--- src/rtl/ftx_pkg.sv ---
package ftx_pkg;

    typedef enum logic [2:0] {
        ST_IDLE,
        ST_START,
        ST_DATA,
        ST_PARITY,
        ST_STOP1,
        ST_STOP2
    } ftx_state_e;

endpackage

--- src/rtl/ftx_holding.sv ---
module ftx_holding #(
    parameter int DATA_W = 9
) (
    input  logic              clk,
    input  logic              rst_n,
    input  logic              wr_stb,
    input  logic [DATA_W-2:0] wr_data,
    input  logic              bit8_in,
    input  logic              take,
    output logic [DATA_W-1:0] hold_q,
    output logic              hold_full
);

    always_ff @(posedge clk or negedge rst_n) begin
        if (!rst_n) begin
            hold_q    <= '0;
            hold_full <= 1'b0;
        end else if (take) begin
            hold_full <= 1'b0;
        end else if (wr_stb && !hold_full) begin
            hold_q    <= {bit8_in, wr_data};
            hold_full <= 1'b1;
        end
    end

endmodule

--- src/rtl/ftx_shifter.sv ---
module ftx_shifter
    import ftx_pkg::*;
#(
    parameter int DATA_W   = 9,
    parameter int MIN_BITS = 5,
    localparam int CW      = $clog2(DATA_W + 1)
) (
    input  logic              clk,
    input  logic              rst_n,
    input  logic              tx_en,
    input  logic              bit_tick,
    input  logic              hold_full,
    input  logic [DATA_W-1:0] hold_q,
    input  logic [CW-1:0]     cfg_dbits,
    input  logic [1:0]        cfg_parity,
    input  logic              cfg_stop2,
    output logic              take,
    output logic              frame_done,
    output logic              line
);

    ftx_state_e        state, nxt;
    logic [DATA_W-1:0] shreg, masked;
    logic [CW-1:0]     cnt, n_q, n_eff;
    logic              par_en_q, stop2_q, par_bit;
    logic              shift, frame_end;

    // Effective length, clamped into the legal range.
    always_comb begin
        if (cfg_dbits < CW'(MIN_BITS))     n_eff = CW'(MIN_BITS);
        else if (cfg_dbits > CW'(DATA_W))  n_eff = CW'(DATA_W);
        else                               n_eff = cfg_dbits;
    end

    // Bits above the configured length are dropped.
    for (genvar i = 0; i < DATA_W; i++) begin : g_mask
        assign masked[i] = hold_q[i] & (CW'(i) < n_eff);
    end

    // Next state.
    always_comb begin
        nxt       = state;
        take      = 1'b0;
        frame_done = 1'b0;
        shift     = 1'b0;
        frame_end = 1'b0;
        if (!tx_en) begin
            nxt = ST_IDLE;
        end else if (bit_tick) begin
            unique case (state)
                ST_IDLE:   if (hold_full) begin
                               nxt  = ST_START;
                               take = 1'b1;
                           end
                ST_START:  nxt = ST_DATA;
                ST_DATA:   if (cnt == n_q - CW'(1))
                               nxt = par_en_q ? ST_PARITY : ST_STOP1;
                           else
                               shift = 1'b1;
                ST_PARITY: nxt = ST_STOP1;
                ST_STOP1:  if (stop2_q) nxt = ST_STOP2;
                           else         frame_end = 1'b1;
                ST_STOP2:  frame_end = 1'b1;
                default:   nxt = ST_IDLE;
            endcase
            if (frame_end) begin
                if (hold_full) begin
                    nxt  = ST_START;
                    take = 1'b1;
                end else begin
                    nxt        = ST_IDLE;
                    frame_done = 1'b1;
                end
            end
        end
    end

    // State register and datapath.
    always_ff @(posedge clk or negedge rst_n) begin
        if (!rst_n) begin
            state    <= ST_IDLE;
            shreg    <= '0;
            cnt      <= '0;
            n_q      <= CW'(MIN_BITS);
            par_en_q <= 1'b0;
            stop2_q  <= 1'b0;
            par_bit  <= 1'b0;
        end else begin
            state <= nxt;
            if (take) begin
                shreg    <= masked;
                cnt      <= '0;
                n_q      <= n_eff;
                par_en_q <= cfg_parity[1];
                stop2_q  <= cfg_stop2;
                par_bit  <= (^masked) ^ cfg_parity[0];
            end else if (shift) begin
                shreg <= shreg >> 1;
                cnt   <= cnt + CW'(1);
            end
        end
    end

    // Line output.
    always_comb begin
        unique case (state)
            ST_IDLE:   line = 1'b1;
            ST_START:  line = 1'b0;
            ST_DATA:   line = shreg[0];
            ST_PARITY: line = par_bit;
            ST_STOP1,
            ST_STOP2:  line = 1'b1;
            default:   line = 1'b1;
        endcase
    end

endmodule

--- src/rtl/ftx_status.sv ---
module ftx_status (
    input  logic clk,
    input  logic rst_n,
    input  logic frame_done,
    input  logic done_clr,
    input  logic done_ack,
    input  logic buf_empty,
    input  logic gie,
    input  logic ie_empty,
    input  logic ie_done,
    output logic tx_done,
    output logic irq_empty,
    output logic irq_done
);

    always_ff @(posedge clk or negedge rst_n) begin
        if (!rst_n)                    tx_done <= 1'b0;
        else if (frame_done)           tx_done <= 1'b1;
        else if (done_clr || done_ack) tx_done <= 1'b0;
    end

    assign irq_empty = ie_empty & gie & buf_empty;
    assign irq_done  = ie_done & gie & tx_done;

endmodule

--- src/rtl/ftx_top.sv ---
module ftx_top #(
    parameter int DATA_W   = 9,
    parameter int MIN_BITS = 5,
    localparam int CW      = $clog2(DATA_W + 1)
) (
    input  logic              clk,
    input  logic              rst_n,
    input  logic              bit_tick,
    input  logic              tx_en,
    input  logic              wr_stb,
    input  logic [DATA_W-2:0] wr_data,
    input  logic              bit8_in,
    input  logic [CW-1:0]     cfg_dbits,
    input  logic [1:0]        cfg_parity,
    input  logic              cfg_stop2,
    input  logic              gie,
    input  logic              ie_empty,
    input  logic              ie_done,
    input  logic              done_clr,
    input  logic              done_ack,
    output logic              tx_o,
    output logic              tx_drive,
    output logic              buf_empty,
    output logic              tx_done,
    output logic              irq_empty,
    output logic              irq_done
);

    logic [DATA_W-1:0] hold_q;
    logic              hold_full, take, frame_done, line;

    ftx_holding #(.DATA_W(DATA_W)) u_hold (
        .clk       (clk),
        .rst_n     (rst_n),
        .wr_stb    (wr_stb),
        .wr_data   (wr_data),
        .bit8_in   (bit8_in),
        .take      (take),
        .hold_q    (hold_q),
        .hold_full (hold_full)
    );

    ftx_shifter #(.DATA_W(DATA_W), .MIN_BITS(MIN_BITS)) u_shift (
        .clk        (clk),
        .rst_n      (rst_n),
        .tx_en      (tx_en),
        .bit_tick   (bit_tick),
        .hold_full  (hold_full),
        .hold_q     (hold_q),
        .cfg_dbits  (cfg_dbits),
        .cfg_parity (cfg_parity),
        .cfg_stop2  (cfg_stop2),
        .take       (take),
        .frame_done (frame_done),
        .line       (line)
    );

    assign buf_empty = ~hold_full;

    ftx_status u_stat (
        .clk        (clk),
        .rst_n      (rst_n),
        .frame_done (frame_done),
        .done_clr   (done_clr),
        .done_ack   (done_ack),
        .buf_empty  (buf_empty),
        .gie        (gie),
        .ie_empty   (ie_empty),
        .ie_done    (ie_done),
        .tx_done    (tx_done),
        .irq_empty  (irq_empty),
        .irq_done   (irq_done)
    );

    assign tx_o     = tx_en ? line : 1'b1;
    assign tx_drive = tx_en;

endmodule

--- config.mk ---
export PLATFORM = sky130hd
export DESIGN_NAME = ftx_top
export DESIGN_NICKNAME = d
export VERILOG_FILES = /design/src/rtl/ftx_pkg.sv /design/src/rtl/ftx_holding.sv /design/src/rtl/ftx_shifter.sv /design/src/rtl/ftx_status.sv /design/src/rtl/ftx_top.sv
export SDC_FILE = /design/constraint.sdc
export NUM_CORES = 1
export LEC_CHECK = 0
export CELL_PAD_IN_SITES_DETAIL_PLACEMENT = 1
export CELL_PAD_IN_SITES_GLOBAL_PLACEMENT = 1
export CORE_MARGIN = 5
export CORE_UTILIZATION = 40
export DETAILED_ROUTE_END_ITERATION = 16
export HOLD_SLACK_MARGIN = 0.12
export PLACE_DENSITY = 0.9
export SLEW_MARGIN = 5
export SYNTH_ARGS = -nofsm -noshare
export SYNTH_HDL_FRONTEND = slang
export SYNTH_SLANG_ARGS = --single-unit
--- constraint.sdc ---
create_clock -name clk -period 2.2 [get_ports clk]
set_input_delay 0.33 -clock clk [delete_from_list [all_inputs] [get_ports clk]]
set_output_delay 0.33 -clock clk [all_outputs]
set_load 0.01 [all_outputs]
* After elaboration in Yosys (flattened, before gate mapping)
Cells that the tools add are included.
** Word-level totals
- Register bits after elaboration :: 34
- Output and inout bits :: 6
- Bits of input ports :: 26
** Cells by class
- Reductions and logical operators :: 10
- Equality and inequality tests :: 11
- Add/subtract/negate cells :: 2
- Bitwise gates (word level) :: 16
- Muxes and demuxes :: 39
- Magnitude comparators :: 11
** Operator list (number)
- $mux 1 :: 23
- $mux 3 :: 7
- $mux 9 :: 2
- $pmux 3 s6 :: 1
- $lt 3x4->1 const A :: 4
- $mux 4 :: 4
- $and 1x1->1 :: 13
- $reduce_xor 9->1 :: 1
- $lt 1x4->1 const A :: 2
- $lt 2x4->1 const A :: 2
- $ne 4x2->1 const B :: 2
- $eq 3x2->1 const B :: 2
- $eq 3x3->1 const B :: 2
- $reduce_bool 2->1 :: 3
- $reduce_and 5->1 :: 1
- $add 4x1->4 const B :: 1
- $eq 4x4->1 :: 1
- $gt 4x4->1 const B :: 1
- $lt 4x3->1 const B :: 1
- $lt 4x4->1 const A :: 1
- $ne 4x3->1 const B :: 1
- $sub 4x1->4 const B :: 1
- $eq 3x1->1 const B :: 1
- $logic_not 3->1 :: 1
- 10 further kinds :: 11

* Longest topological paths before layout
Gate-level depths: netlist of run 1.
- Depth after elaboration :: 9
- Gate-level depth with buffers :: 8

* Modules after synthesis
From an unflattened synthesis of run 1, not the netlist that was laid out.
** Second synthesis, totals
- Cells, all modules :: 177
- Area, all modules :: 1911.8 um^2
** Modules (own cells, without submodules)
- ftx_shifter :: times used 1, sequential area each 578.1 um^2, cells each 146, area an instance 1428.9 um^2
- ftx_holding :: times used 1, sequential area each 250.2 um^2, cells each 23, area an instance 416.6 um^2
- ftx_status :: times used 1, sequential area each 25.0 um^2, cells each 5, area an instance 48.8 um^2
- ftx_top :: times used 1, sequential area each 0.0 um^2, cells each 3, area an instance 17.5 um^2

* Least setup slack after synthesis of run 1
Ideal clock, no wire load.
- Path kind :: register to register
- From :: reg u_shift.n_q[0]
- To :: reg u_shift.shreg[3]
- Data required time :: 2074 ps
- Buffers on the path :: 1
- Setup slack :: 182 ps
- Setup time :: 126 ps
- Cell stages (with the launch flop) :: 8
- Data arrival time :: 1892 ps
- Clock period less this slack :: 2018 ps
- Cells stage by stage :: dfstp_2 > inv_1 > ha_1 > xor3_1 > nor3_1 > a211oi_2 > buf_2 > a221o_1
** On the way
- Word-level cells in the longest chain between the ends :: 7
** Ends and longest elaborated chain
- start, declared :: RTL line ftx_shifter.sv:24 : logic [CW-1:0] cnt, n_q, n_eff;
- start signal, assigned :: RTL line ftx_shifter.sv:84 : n_q <= CW'(MIN_BITS);
- start signal, assigned :: RTL line ftx_shifter.sv:93 : n_q <= n_eff;
- $sub 4x1->4 :: RTL line ftx_shifter.sv:56 : ST_DATA: if (cnt == n_q - CW'(1))
- $eq 4x4->1 :: RTL line ftx_shifter.sv:56
- $mux 1 :: RTL line ftx_shifter.sv:56
- $mux 1 :: RTL line ftx_shifter.sv:50 : unique case (state)
- $mux 1 :: RTL line ftx_shifter.sv:49 : end else if (bit_tick) begin
- $mux 1 :: RTL line ftx_shifter.sv:47 : if (!tx_en) begin
- $reduce_bool 2->1 (no source line)
- end signal, assigned :: RTL line ftx_shifter.sv:91 : shreg <= masked;
- end signal, assigned :: RTL line ftx_shifter.sv:98 : shreg <= shreg >> 1;
- end, declared :: RTL line ftx_shifter.sv:23 : logic [DATA_W-1:0] shreg, masked;
Every way passes these cells.
A chain may end at the register's enable or synchronous reset.

* Worst setup path in the final report of run 1
- From :: reg u_shift.n_q[0]
- To :: reg u_shift.shreg[6]
The elaborated chain is that of the path after synthesis.

==> results of run 1 <==
-- path summary, 6_finish.rpt --
| kind | from | endpoint | cells past startpoint |
|---|---|---|---|
| worst min register to register | u_shift.stop2_q | u_shift.stop2_q | 2 |
| worst max register to register | u_shift.n_q[0] | u_shift.shreg[6] | 8 |
| max in group asynchronous | rst_n | u_shift.n_q[0] | 2 |
| min in group clk | u_shift.stop2_q | u_shift.stop2_q | 2 |
| worst min-delay path | rst_n | u_shift.n_q[1] | 2 |
| worst max-delay path | u_shift.n_q[0] | u_shift.shreg[6] | 8 |
-- stage by stage --
step / instances / cell area, um2 / setup WS, ps / power, mW
2_1_floorplan: 181 / 1820 / 182 / 1.63
3_3_place_gp: 266 / 2240 / 147 / 1.82
3_5_place_dp: 266 / 2240 / 28.3 / 1.90
4_1_cts: 274 / 2320 / 20.0 / 2.36
5_1_grt: 277 / 2410 / 8.37 / 2.57
6_report: 277 / 2410 / 75.4 / 2.40
-- power groups by stage --
stage	logic [mW]	clock network [mW]	registers, mW
3_3_place_gp	0.804	0	1.02
6_report	0.919	0.447	1.03
4_1_cts	0.866	0.463	1.03
3_5_place_dp	0.861	0	1.04
2_1_floorplan	0.655	0	0.977
5_1_grt	1.01	0.497	1.06
-- routing by layer --
metal	share of wire (%)	up-vias	global-route usage, %
met3	3.4	6	3.82
met4	1.8	0	5.33
met5	0	-	0
li1	-	716	-
met2	52	22	27.1
met1	43	709	18.4
-- cells in the mapped netlist (2+ instances only) --
library cell  instances  area share, %
dfrtp_1              32             44
clkbuf_1              3           0.62
nand2b_1              3            1.0
a31o_2                2           0.96
mux2i_1               5            2.8
and3_1                2           0.69
and2_1                2           0.69
nor2_1               14            2.9
xor2_1                2           0.96
nand3_1               2           0.55
ha_1                  2            1.4
xnor2_1              12            5.8
nand2_1              34            7.0
inv_1                 5            1.0
nand4_1               2           0.69
buf_2                 4            1.1
dfstp_2               2            2.9
buf_4                 2           0.83
nor2b_1               3            1.0
nor3_1                3           0.83
a221o_1               4            2.2
o21ai_0               5            1.4
mux2_2                9            5.6
o31ai_1               3            1.2
a21oi_1               7            1.9
-- sequential cells by signal, summed over array words and instances, names as in the netlist --
register,count
u_stat.tx_done,1
u_shift.shreg,9
u_shift.stop2_q,1
u_hold.hold_full,1
u_shift.state,3
u_shift.n_q,4
u_shift.cnt,4
u_hold.hold_q,9
u_shift.par_en_q,1
u_shift.par_bit,1
-- critical path, stage by stage, from the launching register on --
cell and delay [ps]:
dfstp_2 560, inv_2 60, ha_4 240, xnor2_2 130, nor3_2 80, a211oi_4 410
clkbuf_16 240, mux2i_1 200, a21oi_1 90
-- timing repair --
item / CTS / global route
setup endpoints to repair: 0 / 10
setup buffers: 0 / 1
gates resized for setup: 0 / 6
-- final cells by class --
| class | instances | area [um2] |
|---|---|---|
| Inverter | 5 | 18.8 |
| Tap cell | 52 | 65.1 |
| Fill cell | 494 | 1970 |
| Timing Repair Buffer | 46 | 470 |
| Multi-Input combinational cell | 132 | 922 |
| Clock buffer | 8 | 80.1 |
| Sequential cell | 34 | 855 |
-- kinds of logic (layout without fill, tap and decap cells) --
| group | count (synthesis) | after routing | share of synthesized area [%] |
|---|---|---|---|
| buffers and inverters | 15 | 59 | 4.20 |
| XOR/XNOR | 15 | 15 | 8.05 |
| AND/OR/NAND/NOR | 67 | 67 | 16.4 |
| multiplexers | 14 | 14 | 8.32 |
| AO/OA/AOI/OAI | 34 | 34 | 14.8 |
| adder cells (fa/ha/maj) | 2 | 2 | 1.38 |
| flip-flops | 34 | 34 | 46.9 |
==> results_dict.tcl, run 1 <==
set metrics [dict create \
    die_w_um 77.4 \
    core_area_um2 4380 \
    hold_buffers 0 \
    synth-async-reset-ratio_pct 100 \
    drv_slew 0 \
    finalCritPeriodShare_pct 96.6 \
    final_util_pct 55.0 \
    htreeDepth 2 \
    worstPathRequired_ps 2360 \
    rows 24 \
    drtAntennaViolNets 0 \
    post-route-drc-count 0 \
    reg2reg_slack_ps 80 \
    finalNetCount 252 \
    final_common_cell "nand2_1" \
    syn_nets 209 \
    power_density_nw_per_um2 993 \
    outcome "finished clean" \
    ys.flop_type "dfrtp_1" \
    drtPass1Iterations 4 \
    insertion_delay_ps 290 \
    syn-cell-area_um2 1820 \
    layout_common_cells "nand2_1 (34), clkdlybuf4s50_1 (31), dfrtp_1 (31)" \
    path_clk_slew_ps 70 \
    gr-total-overflow 0 \
    grt_max_degree 35 \
    seq_power_share_pct 43.0 \
    crit_arrival_ps 2290 \
    worstMarginPinSlew_ps 472 \
    p_int_mw 1.58 \
    crit_type "reg -> reg" \
    dpl.hpwl_um 3280 \
    end_kind "register" \
    fin_crit_ps 2120 \
    start_util_pct 41.5 \
    setup_viol 0 \
    dieArea_um2 6000 \
    hold_path_class "in -> async" \
    cts_tree "done" \
    port_buffers 31 \
    cts-buffers-inserted 5 \
    fin_skew_ps 12.3 \
    crit_fanout 5 \
    antenna_found_initial 0 \
    routed_wl_um 4480 \
    hold_viol_final 0 \
    synth-seq-area-share_pct 46.9 \
    track_usage_pct 15.5 \
    setup_tns_ps 0 \
    first_global_vias 1600 \
    max_cap_viol_count 0 \
    pin_count 32 \
    routabilityCongestion 0.740 \
    post_drt_wl_per_cell_um 16.2 \
    switching_share_pct 34.2 \
    power.switching_uw 818 \
    via_per_inst 5.25 \
    clockRootBuffer "clkbuf_8" \
    start_kind "register" \
    p_leak_nw 1.03 \
    synth_edf_count 0 \
    synth_seq_cells 34 \
    yosysWarnings 0 \
    cts_buffer_depth 2 \
    vias 1453 \
    drtIter0Drc 73 \
    power_frac_comb_pct 38.4 \
    syn-instance-count 181 \
    avgSynthCellArea_um2 10.1 \
    hold_slack_ps 461 \
    die_h_um 77.4 \
    rsz0062_at_grt "no" \
    ys_types 42 \
    peakVddDrop_v 0.000634 \
    cts.sinks 34 \
    antenna_cells 0 \
    drive_gt1_share_pct 18.7 \
    max_freq_ghz 0.471 \
    area_growth_pct 32.5 \
    grt_pass1_wl_um 7520 \
    pwr-share-clk_pct 18.7 \
    relSlewSlack_pct 68.0 \
]
Power figures use the tool's default switching activity.
==> run 2: changes to the inputs <==
- CORE_MARGIN: 5 -> 2
==> run 2 against run 1 <==
Combinational power rose by 5.5%. Fmax about the same. Clock skew fell by 4.9 ps. Total power grew 6.7%. Sequential share of layout area decreased by 0.47 points. Clock power up 23%. Critical endpoint is now u_shift.shreg[1]. Largest cell class unchanged. Highest routed layer unchanged.
==> results_dict.tcl, run 2 (synthesis results as in run 1) <==
set metrics [dict create \
    outcome "finished clean" \
    layout_common_cells "nand2_1 (34), dfrtp_1 (32), clkdlybuf4s50_1 (31)" \
    die_h_um 71.4 \
    setup_tns_ps 0 \
    cts_buffer_depth 2 \
    htreeDepth 2 \
    peakVddDrop_v 0.000618 \
    fin_area_um2 2440 \
    finalNetCount 252 \
    final_common_cell "nand2_1" \
    setup_viol 0 \
    drv_slew 0 \
    first_global_vias 1545 \
    routabilityCongestion 0.776 \
    worstMarginPinSlew_ps 431 \
    area_growth_pct 34.1 \
    finalCritPeriodShare_pct 96.5 \
    relSlewSlack_pct 70.8 \
    max_freq_ghz 0.471 \
    antenna_cells 0 \
    drive_gt1_share_pct 19.6 \
    path_clk_slew_ps 70 \
    dpl_cell_area_um2 2240 \
    drtAntennaViolNets 0 \
    insertion_delay_ps 290 \
    final_util_pct 56.0 \
    vias 1525 \
    grt_use_met2_pct 32.0 \
    crit_arrival_ps 2300 \
    pin_count 32 \
    crit_fanout 5 \
    grt_pass1_wl_um 7420 \
    p_leak_nw 1.05 \
    rsz0062_at_grt "no" \
    die_w_um 71.4 \
    gr-total-overflow 0 \
    rows 24 \
    use_met1_pct 23.2 \
    dpl.hpwl_um 3190 \
    r2r_cells 8 \
    cts-buffers-inserted 5 \
    core_area_um2 4350 \
    routed_wl_um 4680 \
    drtPass1Iterations 4 \
    via_per_inst 5.51 \
    hold_path_class "in -> async" \
    met3_usage_pct 4.78 \
    hold_buffers 0 \
    reg2reg_slack_ps 80 \
    worstPathRequired_ps 2370 \
    max_cap_viol_count 0 \
    crit_type "reg -> reg" \
    post_drt_wl_per_cell_um 16.9 \
    pre_cts_slack_ps 11.5 \
    start_kind "register" \
    fin_crit_ps 2120 \
    cts_tree "done" \
    top_usage_layer "met2" \
    port_buffers 31 \
    hold_viol_final 0 \
    cts.sinks 34 \
    top_regs "u_hold.hold_q x9, u_shift.shreg x9" \
    grt_max_degree 35 \
    end_kind "register" \
    fin_skew_ps 7.38 \
    track_usage_pct 19.1 \
    final.setup.worst_slack_ps 76.1 \
    power_density_nw_per_um2 1050 \
    clockRootBuffer "clkbuf_8" \
    dieArea_um2 5100 \
    start_util_pct 41.8 \
    post-route-drc-count 0 \
    drtIter0Drc 94 \
    antenna_found_initial 0 \
]
[run 2: worst max-delay path, cell delays in order (launching register included)]
cell and delay (ps):
dfstp_2 550, inv_2 60, ha_4 240, xnor2_2 140, nor3_2 80, a211oi_4 400, clkbuf_16 230, nor2_1 50
a221o_1 250
[run 2: power breakdown]
group / switching [mW] / internal, mW
Sequential: 0.188 / 0.849
Clock: 0.233 / 0.316
Combinational: 0.466 / 0.504
[run 2: worst paths after layout]
check                               start                to
hold / removal                      rst_n  u_hold.hold_q[5]
hold reg to reg            u_shift.n_q[3]    u_shift.n_q[3]
setup reg to reg           u_shift.n_q[0]  u_shift.shreg[1]
setup / recovery           u_shift.n_q[0]  u_shift.shreg[1]
max in group asynchronous           rst_n    u_shift.n_q[0]
min in group clk           u_shift.n_q[3]    u_shift.n_q[3]
[run 2: area by class of cell]
type | instances | area, um2
fill | 478 | 1910
multi-input combinational | 132 | 922
sequential | 34 | 853
timing repair buffer | 46 | 470
clock buffer | 8 | 110
tap | 52 | 65.1
inverter | 5 | 18.8
[run 2: what timing repair did]
item,4_1_cts,5_1_grt
buffers inserted,0,1
endpoints found under the setup margin,0,14
gates resized for setup,0,5
[run 2: through the flow]
stage	hold WS, ps	cells	total power, mW
final	451	277	2.56
after global routing	475	277	2.72
after CTS	456	274	2.50
after floorplan	34.4	181	1.63
after global placement	472	266	1.83
after detailed placement	491	266	1.94
[run 2: per-layer routing]
layer	part of all wire, %	wire, um
met2	53	2470
met3	3.4	159
met4	1.3	60
met5	0	0
met1	43	2000
==> run 3: changes to the inputs <==
- CELL_PAD_IN_SITES_DETAIL_PLACEMENT: 1 -> 0
- MAX_ROUTING_LAYER: not set -> met4
==> run 3 against run 2 <==
Sequential cell count stayed put. Global-route usage shrank 2.4 points. Via count is 4.1% lower. Die area did not move. Sequential power about the same. Sequential share of layout area grew 0.77 points. Worst setup slack gained 64 ps. Cell count is 1.1% lower. Clock-buffer cell count fell by 2. Critical endpoint is now u_shift.shreg[3]. Highest routed layer unchanged.
==> results_dict.tcl, run 3 (synthesis results as in run 1) <==
set metrics [dict create \
    track_usage_pct 16.7 \
    rows 24 \
    relSlewSlack_pct 71.0 \
    fin_crit_ps 2060 \
    final_common_cell "nand2_1" \
    outcome "finished clean" \
    hold_buffers 0 \
    antenna_found_initial 0 \
    crit_arrival_ps 2220 \
    htreeDepth 2 \
    drive_gt1_share_pct 17.1 \
    antenna_cells 0 \
    insertion_delay_ps 280 \
    first_global_vias 1433 \
    crit_fanout 20 \
    cts-buffers-inserted 5 \
    drtAntennaViolNets 0 \
    drv_slew 0 \
    core_area_um2 4350 \
    layout_common_cells "nand2_1 (34), dfrtp_1 (32), clkdlybuf4s50_1 (31)" \
    max_freq_ghz 0.485 \
    path_clk_slew_ps 70 \
    routabilityCongestion 0.786 \
    grt_max_degree 35 \
    die_w_um 71.4 \
    p_leak_nw 1.03 \
    rsz0062_at_grt "no" \
    dpl.hpwl_um 2720 \
    top_regs "u_hold.hold_q x9, u_shift.shreg x9" \
    setup_tns_ps 0 \
    cts_tree "done" \
    finalCritPeriodShare_pct 93.6 \
    drtPass1Iterations 4 \
    power_density_nw_per_um2 1080 \
    worstMarginPinSlew_ps 428 \
    cts_buffer_depth 2 \
    gr-total-overflow 0 \
    start_kind "register" \
    port_buffers 31 \
    dieArea_um2 5100 \
    r2r_cells 8 \
    pin_count 32 \
    crit_type "reg -> reg" \
    fillers 391 \
    post-route-drc-count 0 \
    worstPathRequired_ps 2360 \
    die_h_um 71.4 \
    hold_viol_final 0 \
    via_per_inst 5.34 \
    routed_wl_um 3740 \
    clockRootBuffer "clkbuf_8" \
    area_growth_pct 31.2 \
    setup_viol 0 \
    vias 1463 \
    hold_path_class "in -> async" \
    fin_skew_ps 1.53 \
    drtIter0Drc 53 \
    grt_pass1_wl_um 6580 \
    peakVddDrop_v 0.000739 \
    power_mw 2.57 \
    start_util_pct 41.8 \
    post_drt_wl_per_cell_um 13.7 \
    end_kind "register" \
    cts.sinks 34 \
    finalNetCount 249 \
    max_cap_viol_count 0 \
]
==> run 3: cell count changes in the layout (fill, tap and decap cells not counted), sizes merged <==
cell	before	now
clkbuf	10	6
buf	13	12
bufinv	0	2
==> run 3: worst paths after layout <==
path	end	start	slack, ps
setup / recovery	u_shift.shreg[3]	u_shift.n_q[0]	140
hold / removal	u_hold.hold_q[7]	rst_n	450
setup reg to reg	u_shift.shreg[3]	u_shift.n_q[0]	140
hold reg to reg	u_shift.stop2_q	u_shift.stop2_q	490
max in group asynchronous	u_shift.n_q[0]	rst_n	1410
min in group clk	u_shift.stop2_q	u_shift.stop2_q	490
==> run 3: timing repair <==
| item | in CTS | in global routing |
|---|---|---|
| buffers inserted | 0 | 0 |
| resized for setup | 0 | 1 |
| endpoints found under the setup margin | 0 | 13 |
==> run 3: metal layers <==
metal,wire length [um],track usage (%)
met1,1690,21.9
met2,1850,25.6
met3,158,4.50
met4,38,4.40
met5,0,-
==> run 3: report_power, final <==
part           switching, mW  internal [mW]
clock                  0.227          0.483
combinational          0.372          0.468
sequential             0.172          0.848
total                  0.771           1.80
==> run 3: per-stage QoR <==
stage,setup slack (ps),cell area [um2],cells,hold WS (ps),util (%)
6_report,140,2390,274,452,54.8
5_1_grt,34.2,2390,274,476,54.8
4_1_cts,81.7,2380,274,463,54.7
3_5_place_dp,92.2,2240,266,476,51.4
3_3_place_gp,148,2240,266,472,51.4
2_1_floorplan,182,1820,181,34.4,-
==> run 3: final cells by class <==
| cell class | instances | area, um2 | area share, % |
|---|---|---|---|
| multi-input combinational | 132 | 895 | 37.5 |
| sequential | 34 | 853 | 35.7 |
| timing repair buffer | 43 | 413 | 17.3 |
| clock buffer | 6 | 82.6 | 3.46 |
| tap | 52 | 65.1 | 2.73 |
| clock inverter | 2 | 60.1 | 2.52 |
| inverter | 5 | 18.8 | 0.786 |
==> run 3: worst max-delay path, stage by stage (launching register included) <==
cell and delay (ps):
dfstp_2 550, inv_1 60, ha_1 300, xnor2_1 180, nor3_2 80, a211oi_2 250
buf_12 200, nor2_1 60, a221o_1 260
